==> src/rtl/vpc_pkg.sv <==
package vpc_pkg;

  localparam logic [6:0] OPC_BRANCH = 7'b1100011;
  localparam logic [6:0] OPC_FPOP   = 7'b1010011;
  localparam logic [4:0] F5_FCMP    = 5'b10100;

  typedef enum logic [3:0] {
    CMP_EQ, CMP_NE, CMP_LES, CMP_GES, CMP_LTU, CMP_GEU,
    CMP_FEQ, CMP_FLT, CMP_FLE, CMP_FNE
  } cmp_op_e;

  typedef enum logic [1:0] {
    ST_IDLE, ST_RUN, ST_DRAIN
  } seq_state_e;

  typedef struct packed {
    logic    illegal;
    logic    is_fp;
    logic    dbl;
    cmp_op_e op;
    logic [4:0] dst;
  } vpc_dec_t;

endpackage

==> src/rtl/vpc_decode.sv <==
module vpc_decode
  import vpc_pkg::*;
(
  input  logic [31:0] insn,
  output vpc_dec_t    dec
);

  logic [6:0] opc;
  logic [2:0] f3;
  logic [1:0] fmt;
  logic       code_ok;
  logic       unused_rs;

  assign opc       = insn[6:0];
  assign f3        = insn[14:12];
  assign fmt       = insn[26:25];
  assign unused_rs = ^insn[24:15];

  always_comb begin
    dec         = '0;
    dec.op      = CMP_EQ;
    code_ok     = 1'b0;
    if (opc == OPC_BRANCH) begin
      dec.dst = {1'b0, insn[11:8]};
      code_ok = 1'b1;
      case (f3)
        3'b000:  dec.op = CMP_EQ;
        3'b001:  dec.op = CMP_NE;
        3'b100:  dec.op = CMP_LES;
        3'b101:  dec.op = CMP_GES;
        3'b110:  dec.op = CMP_LTU;
        3'b111:  dec.op = CMP_GEU;
        default: code_ok = 1'b0;
      endcase
      dec.illegal = !code_ok || (insn[31:25] != 7'd0);
    end else if (opc == OPC_FPOP && insn[31:27] == F5_FCMP) begin
      dec.dst   = insn[11:7];
      dec.is_fp = 1'b1;
      dec.dbl   = (fmt == 2'b01);
      code_ok   = 1'b1;
      case (f3)
        3'b010:  dec.op = CMP_FEQ;
        3'b001:  dec.op = CMP_FLT;
        3'b000:  dec.op = CMP_FLE;
        3'b011:  dec.op = CMP_FNE;
        default: code_ok = 1'b0;
      endcase
      dec.illegal = !code_ok || fmt[1];
    end else begin
      dec.illegal = 1'b1;
    end
  end

endmodule

==> src/rtl/vpc_int_cmp.sv <==
module vpc_int_cmp
  import vpc_pkg::*;
#(
  parameter int W = 64
) (
  input  cmp_op_e      op,
  input  logic [W-1:0] a,
  input  logic [W-1:0] b,
  output logic         res
);

  always_comb begin
    case (op)
      CMP_EQ:  res = (a == b);
      CMP_NE:  res = (a != b);
      CMP_LES: res = ($signed(a) <= $signed(b));
      CMP_GES: res = ($signed(a) >= $signed(b));
      CMP_LTU: res = (a < b);
      CMP_GEU: res = (a >= b);
      default: res = 1'b0;
    endcase
  end

endmodule

==> src/rtl/vpc_fp_cmp.sv <==
module vpc_fp_cmp
  import vpc_pkg::*;
#(
  parameter int EW = 8,
  parameter int MW = 23,
  localparam int W = 1 + EW + MW
) (
  input  cmp_op_e      op,
  input  logic [W-1:0] a,
  input  logic [W-1:0] b,
  output logic         res,
  output logic         inv
);

  logic a_nan, b_nan, a_snan, b_snan, any_nan, any_snan;
  logic both_zero, eq, lt_raw;

  assign a_nan     = (&a[W-2:MW]) && (|a[MW-1:0]);
  assign b_nan     = (&b[W-2:MW]) && (|b[MW-1:0]);
  assign a_snan    = a_nan && !a[MW-1];
  assign b_snan    = b_nan && !b[MW-1];
  assign any_nan   = a_nan || b_nan;
  assign any_snan  = a_snan || b_snan;
  assign both_zero = (a[W-2:0] == '0) && (b[W-2:0] == '0);
  assign eq        = !any_nan && ((a == b) || both_zero);

  always_comb begin
    if (a[W-1] != b[W-1])
      lt_raw = a[W-1] && !both_zero;
    else if (!a[W-1])
      lt_raw = (a[W-2:0] < b[W-2:0]);
    else
      lt_raw = (a[W-2:0] > b[W-2:0]);
  end

  always_comb begin
    case (op)
      CMP_FEQ: begin res = eq;                        inv = any_snan; end
      CMP_FLT: begin res = !any_nan && lt_raw;        inv = any_nan;  end
      CMP_FLE: begin res = !any_nan && (lt_raw || eq); inv = any_nan; end
      CMP_FNE: begin res = !eq;                       inv = any_snan; end
      default: begin res = 1'b0;                      inv = 1'b0;     end
    endcase
  end

endmodule

==> src/rtl/vpc_elem_eval.sv <==
module vpc_elem_eval
  import vpc_pkg::*;
#(
  parameter int XLEN = 64
) (
  input  cmp_op_e         op,
  input  logic            is_fp,
  input  logic            dbl,
  input  logic [XLEN-1:0] a,
  input  logic [XLEN-1:0] b,
  output logic            res,
  output logic            inv
);

  logic int_res, sp_res, sp_inv, dp_res, dp_inv;

  vpc_int_cmp #(.W(XLEN)) u_int (
    .op  (op),
    .a   (a),
    .b   (b),
    .res (int_res)
  );

  vpc_fp_cmp #(.EW(8), .MW(23)) u_sp (
    .op  (op),
    .a   (a[31:0]),
    .b   (b[31:0]),
    .res (sp_res),
    .inv (sp_inv)
  );

  generate
    if (XLEN >= 64) begin : g_dp
      vpc_fp_cmp #(.EW(11), .MW(52)) u_dp (
        .op  (op),
        .a   (a[63:0]),
        .b   (b[63:0]),
        .res (dp_res),
        .inv (dp_inv)
      );
    end else begin : g_no_dp
      assign dp_res = 1'b0;
      assign dp_inv = 1'b0;
    end
  endgenerate

  assign res = is_fp ? (dbl ? dp_res : sp_res) : int_res;
  assign inv = is_fp && (dbl ? dp_inv : sp_inv);

endmodule

==> src/rtl/vpred_cmp_unit.sv <==
module vpred_cmp_unit
  import vpc_pkg::*;
#(
  parameter  int XLEN   = 64,
  parameter  int MAX_VL = 8,
  localparam int VLW    = $clog2(MAX_VL + 1),
  localparam int IDXW   = $clog2(MAX_VL)
) (
  input  logic              clk,
  input  logic              rst_n,
  input  logic              start,
  input  logic [31:0]       insn,
  input  logic [VLW-1:0]    vl,
  output logic              busy,
  output logic [IDXW-1:0]   elem_idx,
  input  logic [XLEN-1:0]   op_a,
  input  logic [XLEN-1:0]   op_b,
  output logic              done,
  output logic              illegal,
  output logic              pred_we,
  output logic [4:0]        pred_addr,
  output logic [MAX_VL-1:0] pred_bits,
  output logic [MAX_VL-1:0] fp_status,
  output logic              fp_exc
);

  // reset: asserted asynchronously, released on a clock edge
  logic [1:0] rst_sync_q;
  logic       rst_ni;

  always_ff @(posedge clk or negedge rst_n) begin
    if (!rst_n) rst_sync_q <= 2'b00;
    else        rst_sync_q <= {rst_sync_q[0], 1'b1};
  end
  assign rst_ni = rst_sync_q[1];

  // decode and length clamp
  vpc_dec_t       dec_in, dec_q, dec_d;
  logic [VLW-1:0] vl_eff, vl_m1;

  vpc_decode u_dec (
    .insn (insn),
    .dec  (dec_in)
  );

  assign vl_eff = (vl > VLW'(MAX_VL)) ? VLW'(MAX_VL) : vl;
  assign vl_m1  = vl_eff - VLW'(1);

  // state
  seq_state_e        state_q, state_d;
  logic [IDXW-1:0]   idx_q, idx_d, last_q, last_d;
  logic [MAX_VL-1:0] acc_q, acc_d, stat_q, stat_d;
  logic              exc_q, exc_d;
  logic              done_q, done_d, we_q, we_d, ill_q, ill_d;
  logic [4:0]        addr_q, addr_d;
  logic              op_load, elem_step, dp_en;
  logic              elem_res, elem_inv;

  assign op_load   = (state_q == ST_IDLE) && start;
  assign elem_step = (state_q == ST_RUN);
  assign dp_en     = op_load || elem_step;

  vpc_elem_eval #(.XLEN(XLEN)) u_eval (
    .op    (dec_q.op),
    .is_fp (dec_q.is_fp),
    .dbl   (dec_q.dbl),
    .a     (op_a),
    .b     (op_b),
    .res   (elem_res),
    .inv   (elem_inv)
  );

  // control next state
  always_comb begin
    state_d = state_q;
    done_d  = 1'b0;
    we_d    = 1'b0;
    ill_d   = 1'b0;
    case (state_q)
      ST_IDLE: begin
        if (start)
          state_d = (dec_in.illegal || vl_eff == '0) ? ST_DRAIN : ST_RUN;
      end
      ST_RUN: begin
        if (idx_q == last_q) begin
          state_d = ST_IDLE;
          done_d  = 1'b1;
          we_d    = 1'b1;
        end
      end
      ST_DRAIN: begin
        state_d = ST_IDLE;
        done_d  = 1'b1;
        we_d    = !dec_q.illegal;
        ill_d   = dec_q.illegal;
      end
      default: state_d = ST_IDLE;
    endcase
  end

  // operation capture next state
  always_comb begin
    dec_d  = dec_q;
    addr_d = addr_q;
    last_d = last_q;
    if (op_load) begin
      dec_d  = dec_in;
      addr_d = dec_in.dst;
      last_d = IDXW'(vl_m1);
    end
  end

  // element datapath next state
  always_comb begin
    idx_d  = idx_q;
    acc_d  = acc_q;
    stat_d = stat_q;
    exc_d  = exc_q;
    if (op_load) begin
      idx_d  = '0;
      acc_d  = '0;
      stat_d = '0;
      exc_d  = 1'b0;
    end else if (elem_step) begin
      acc_d[idx_q]  = elem_res;
      stat_d[idx_q] = elem_inv;
      exc_d         = exc_q || elem_inv;
      idx_d         = idx_q + IDXW'(1);
    end
  end

  // registers
  always_ff @(posedge clk or negedge rst_ni) begin
    if (!rst_ni) begin
      state_q <= ST_IDLE;
      done_q  <= 1'b0;
      we_q    <= 1'b0;
      ill_q   <= 1'b0;
    end else begin
      state_q <= state_d;
      done_q  <= done_d;
      we_q    <= we_d;
      ill_q   <= ill_d;
    end
  end

  always_ff @(posedge clk or negedge rst_ni) begin
    if (!rst_ni) begin
      dec_q  <= '0;
      addr_q <= '0;
      last_q <= '0;
    end else if (op_load) begin
      dec_q  <= dec_d;
      addr_q <= addr_d;
      last_q <= last_d;
    end
  end

  always_ff @(posedge clk or negedge rst_ni) begin
    if (!rst_ni) begin
      idx_q  <= '0;
      acc_q  <= '0;
      stat_q <= '0;
      exc_q  <= 1'b0;
    end else if (dp_en) begin
      idx_q  <= idx_d;
      acc_q  <= acc_d;
      stat_q <= stat_d;
      exc_q  <= exc_d;
    end
  end

  assign busy      = (state_q != ST_IDLE);
  assign elem_idx  = idx_q;
  assign done      = done_q;
  assign illegal   = ill_q;
  assign pred_we   = we_q;
  assign pred_addr = addr_q;
  assign pred_bits = acc_q;
  assign fp_status = stat_q;
  assign fp_exc    = exc_q;

endmodule

==> config.mk <==
export PLATFORM = sky130hd
export DESIGN_NAME = vpred_cmp_unit
export DESIGN_NICKNAME = d
export VERILOG_FILES = /design/src/rtl/vpc_pkg.sv /design/src/rtl/vpc_decode.sv /design/src/rtl/vpc_int_cmp.sv /design/src/rtl/vpc_fp_cmp.sv /design/src/rtl/vpc_elem_eval.sv /design/src/rtl/vpred_cmp_unit.sv
export SDC_FILE = /design/constraint.sdc
export NUM_CORES = 1
export LEC_CHECK = 0
export CORE_UTILIZATION = 35
export CTS_CLUSTER_DIAMETER = 30
export CTS_CLUSTER_SIZE = 12
export DETAILED_ROUTE_END_ITERATION = 16
export SLEW_MARGIN = 0
export SYNTH_ARGS = -nofsm -noshare
export SYNTH_HDL_FRONTEND = slang
export SYNTH_HIERARCHICAL = 1
export SYNTH_SLANG_ARGS = --single-unit
==> constraint.sdc <==
create_clock -name clk -period 3.25 [get_ports clk]
set_clock_uncertainty 0.1 [all_clocks]
set_input_delay 0.325 -clock clk [delete_from_list [all_inputs] [get_ports clk]]
set_output_delay 0.325 -clock clk [all_outputs]
set_load 0.01 [all_outputs]
==> flow_metrics.tcl <==
set metrics [dict create \
    status "complete, but fails checks" \
    violations "setup timing" \
    synth_compound_area_share_pct 15.63 \
    n_antenna_cell 0 \
    timing.final.hold_violations 0 \
    power_density_mw_per_mm2 192.9 \
    dp.cells 1590 \
    setup_violations 8 \
    yosysSeqAreaShare_pct 14.52 \
    holdWs_ns 0.1105 \
    grtUsageTotal_pct 22.83 \
    port_buffers 185 \
    fin_cells 1632 \
    rows 52 \
    placed_area_mm2 0.01093 \
    cpPeakStageDelay_ns 0.44 \
    ant_nets 0 \
    cap_violations 0 \
    routed_wl_um 24970 \
    p_leak_nw 5.952 \
    synth_area_mm2 0.007238 \
    grt_pass1_vias 8456 \
    synthAdderAreaFrac_pct 28.18 \
    drcViolationCount 0 \
    grt_max_degree 24 \
    slew_viol_final 0 \
    vias 8480 \
    rsz0062_at_grt "yes" \
    path_cells "clkdlybuf4s15_2, nor4_4, nand4_1, nor4_4, o22ai_2, or3_1, o311ai_1, a222oi_1, or4_1, mux2i_2, a21oi_4, mux2i_1, nor2_1" \
    yosysUniqueCellTypes 86 \
    synth_flop_cell "dfrtp_1" \
    reg2reg_from "dec_q[6]" \
    wl_per_cell_um 15.30 \
    async_reset_ff_share_pct 100.0 \
    ff2ff_setup_slack_ns 0.71 \
    synth_mux_area_share_pct 3.267 \
    crit_path_frequent_cell "nor4_4" \
    n_fill_cell 1901 \
    synth_xor_area_share_pct 1.193 \
    yosys.area_share.simple_pct 27.23 \
    h-tree-depth 2 \
    fp.dieW_um 145.8 \
    ir_worst_vdd_mv 0.2400 \
    path_buf_inv 1 \
    die_h_um 145.8 \
    syn_to_final_growth_pct 64.01 \
    cts_tree "built" \
    cts.clk_slew.worst_paths_ns 0.06 \
    fin_nets 1691 \
    worstPathRequired_ns 3.29 \
    min_period_over_period_pct 103.1 \
    crit_slowest_cell "or4_1" \
    initial_core_util_pct 35.77 \
    final_cell_mix "buf_4 (233), inv_1 (144), ha_1 (126)" \
    die-area_mm2 0.02126 \
    place.gp.congestion 0.9274 \
    cts_root_buf "clkbuf_16" \
    syn_nets 1268 \
    drive_gt1_share_pct 37.08 \
    avgSynthCellArea_um2 7.717 \
    fin_crit_ns 3.351 \
    synth_top_family_by_area "adder cells" \
    synth-edff-count 0 \
    pin_count 196 \
    synth-seq-cells 42 \
    ys_top_cells_by_area "ha_1 (28%), dfrtp_1 (15%), inv_1 (8.9%)" \
    grt_pass1_wl_um 40250 \
    r2r-end "pred_bits[5]" \
    antenna_found_initial 0 \
    design_area_mm2 0.01187 \
    fin_ws_ns -0.1012 \
    synth_cells 938 \
    dp_slack_ns -1.176 \
    hold_buffers 0 \
    core_mm2 0.02023 \
    path_class "primary input to flip-flop" \
    cp-start-kind "primary input" \
    worstMarginPinSlew_ns 0.6929 \
    max-slew-margin-rel_pct 53.81 \
    cts.sinks 42 \
    critPathLaunch "op_a[2]" \
    overflow 0 \
    clk_latency_ns 0.27 \
    yosysWarnings 6 \
    drt_iter0_drc 424 \
    viasPerCell 5.196 \
    clockBufferDepth 2 \
    hold_class "primary input to async pin" \
    place_hpwl_um 20240 \
    first_pass_iters 5 \
    worstPathMaxFanout 8 \
    worstRegToRegCells 9 \
    cp-end-kind "flip-flop" \
    synth_top_area_cell "ha_1" \
    worst_ep_arrival_time_ns 3.39 \
    synth_top_area_share_pct 28.18 \
    fmax_mhz 298.4 \
    critPathTopFamily "simple AND/OR/NAND/NOR gates" \
    cts_buffers 5 \
    final_common_cell "buf_4" \
]
==> kinds of logic (layout without fill, tap and decap cells) <==
| family | after synthesis | in the layout |
|---|---|---|
| flip-flops | 42 | 42 |
| AND/OR/NAND/NOR | 346 | 346 |
| AO/OA/AOI/OAI | 169 | 169 |
| buffers and inverters | 185 | 609 |
| adder cells (fa/ha/maj) | 163 | 163 |
| XOR/XNOR | 9 | 9 |
| other | 1 | 1 |
| multiplexers | 23 | 23 |
==> through the flow <==
stage	total power [W]	setup TNS [ns]	utilization, %
finish	0.002290	-0.6887	58.67
detailed placement	0.001684	-10.63	54.04
floorplan	0.001059	0	-
global route	0.002451	-1.664	58.67
global placement	0.001666	-9.927	54.04
CTS	0.002254	-0.4362	58.25
==> registers in the layout, summed over array words and instances, names as in the netlist <==
signal / count
pred_bits: 8
pred_addr: 5
dec_q: 7
rst_sync_q: 2
pred_we: 1
done: 1
fp_status: 8
last_q: 3
illegal: 1
state_q: 2
elem_idx: 3
fp_exc: 1
==> report_power, final <==
part           switching (W)  total, W  internal, W
Sequential         0.0000280  0.000575     0.000547
Clock               0.000191  0.000495     0.000304
Combinational       0.000611   0.00122     0.000609
Total               0.000831   0.00229      0.00146
==> Yosys cell counts (3+ instances only) <==
cell	instances
o21ai_1	7
a21oi_1	63
nand4_1	53
and4_1	3
a211oi_1	11
a31oi_1	4
ha_1	163
and3_1	3
buf_2	5
o31ai_1	3
o21ai_0	19
o211ai_1	7
nand4_2	3
nor3_1	14
and2_1	4
xnor2_1	3
nand4b_1	4
a22o_1	4
a21boi_0	3
a21o_1	7
a41oi_1	3
nand2_1	96
inv_1	171
mux2i_1	21
nand3_1	23
dfrtp_1	42
nor4_2	10
nor2_1	46
nand2b_1	4
a221oi_1	9
nor2b_1	4
nor4_1	50
xor2_1	5
clkbuf_1	6
==> per-layer routing <==
layer	up-vias	track usage (%)	share of wire [%]
met5	-	0	0
met4	0	4.895	1.7
met3	38	2.727	4.5
met2	232	40.22	48
met1	3941	29.68	46
li1	4269	-	-
==> layout make-up <==
type                    count  area, um^2  area share (%)
multi-input cells         711        6327           53.30
repair buffers            430        3354           28.26
flip-flops and latches     42        1051           8.853
inverters                 171       649.4           5.470
well taps                 270       337.8           2.846
clock buffers               6       138.9           1.170
clock inverters             2       12.51          0.1054
==> worst max-delay path by stage <==
| stage | to | slack [ns] | depth (start not counted) |
|---|---|---|---|
| 2_1_floorplan | pred_bits[0] | 0.03 | 15 |
| 3_3_place_gp | pred_bits[5] | -1.08 | 14 |
| 3_5_place_dp | pred_bits[5] | -1.18 | 14 |
| 4_1_cts | pred_bits[5] | -0.07 | 15 |
| 5_1_grt | pred_bits[5] | -0.23 | 13 |
| 6_report | pred_bits[5] | -0.10 | 13 |
==> what timing repair did <==
action                                 4_1_cts  5_1_grt
endpoints found under the hold margin        0        0
setup endpoints to repair                    8        8
buffers inserted                            25        9
pin swaps                                   58       26
resized for setup                          477      102
gates cloned                                 0        0
Note: power is estimated with default switching activity, not from simulation.
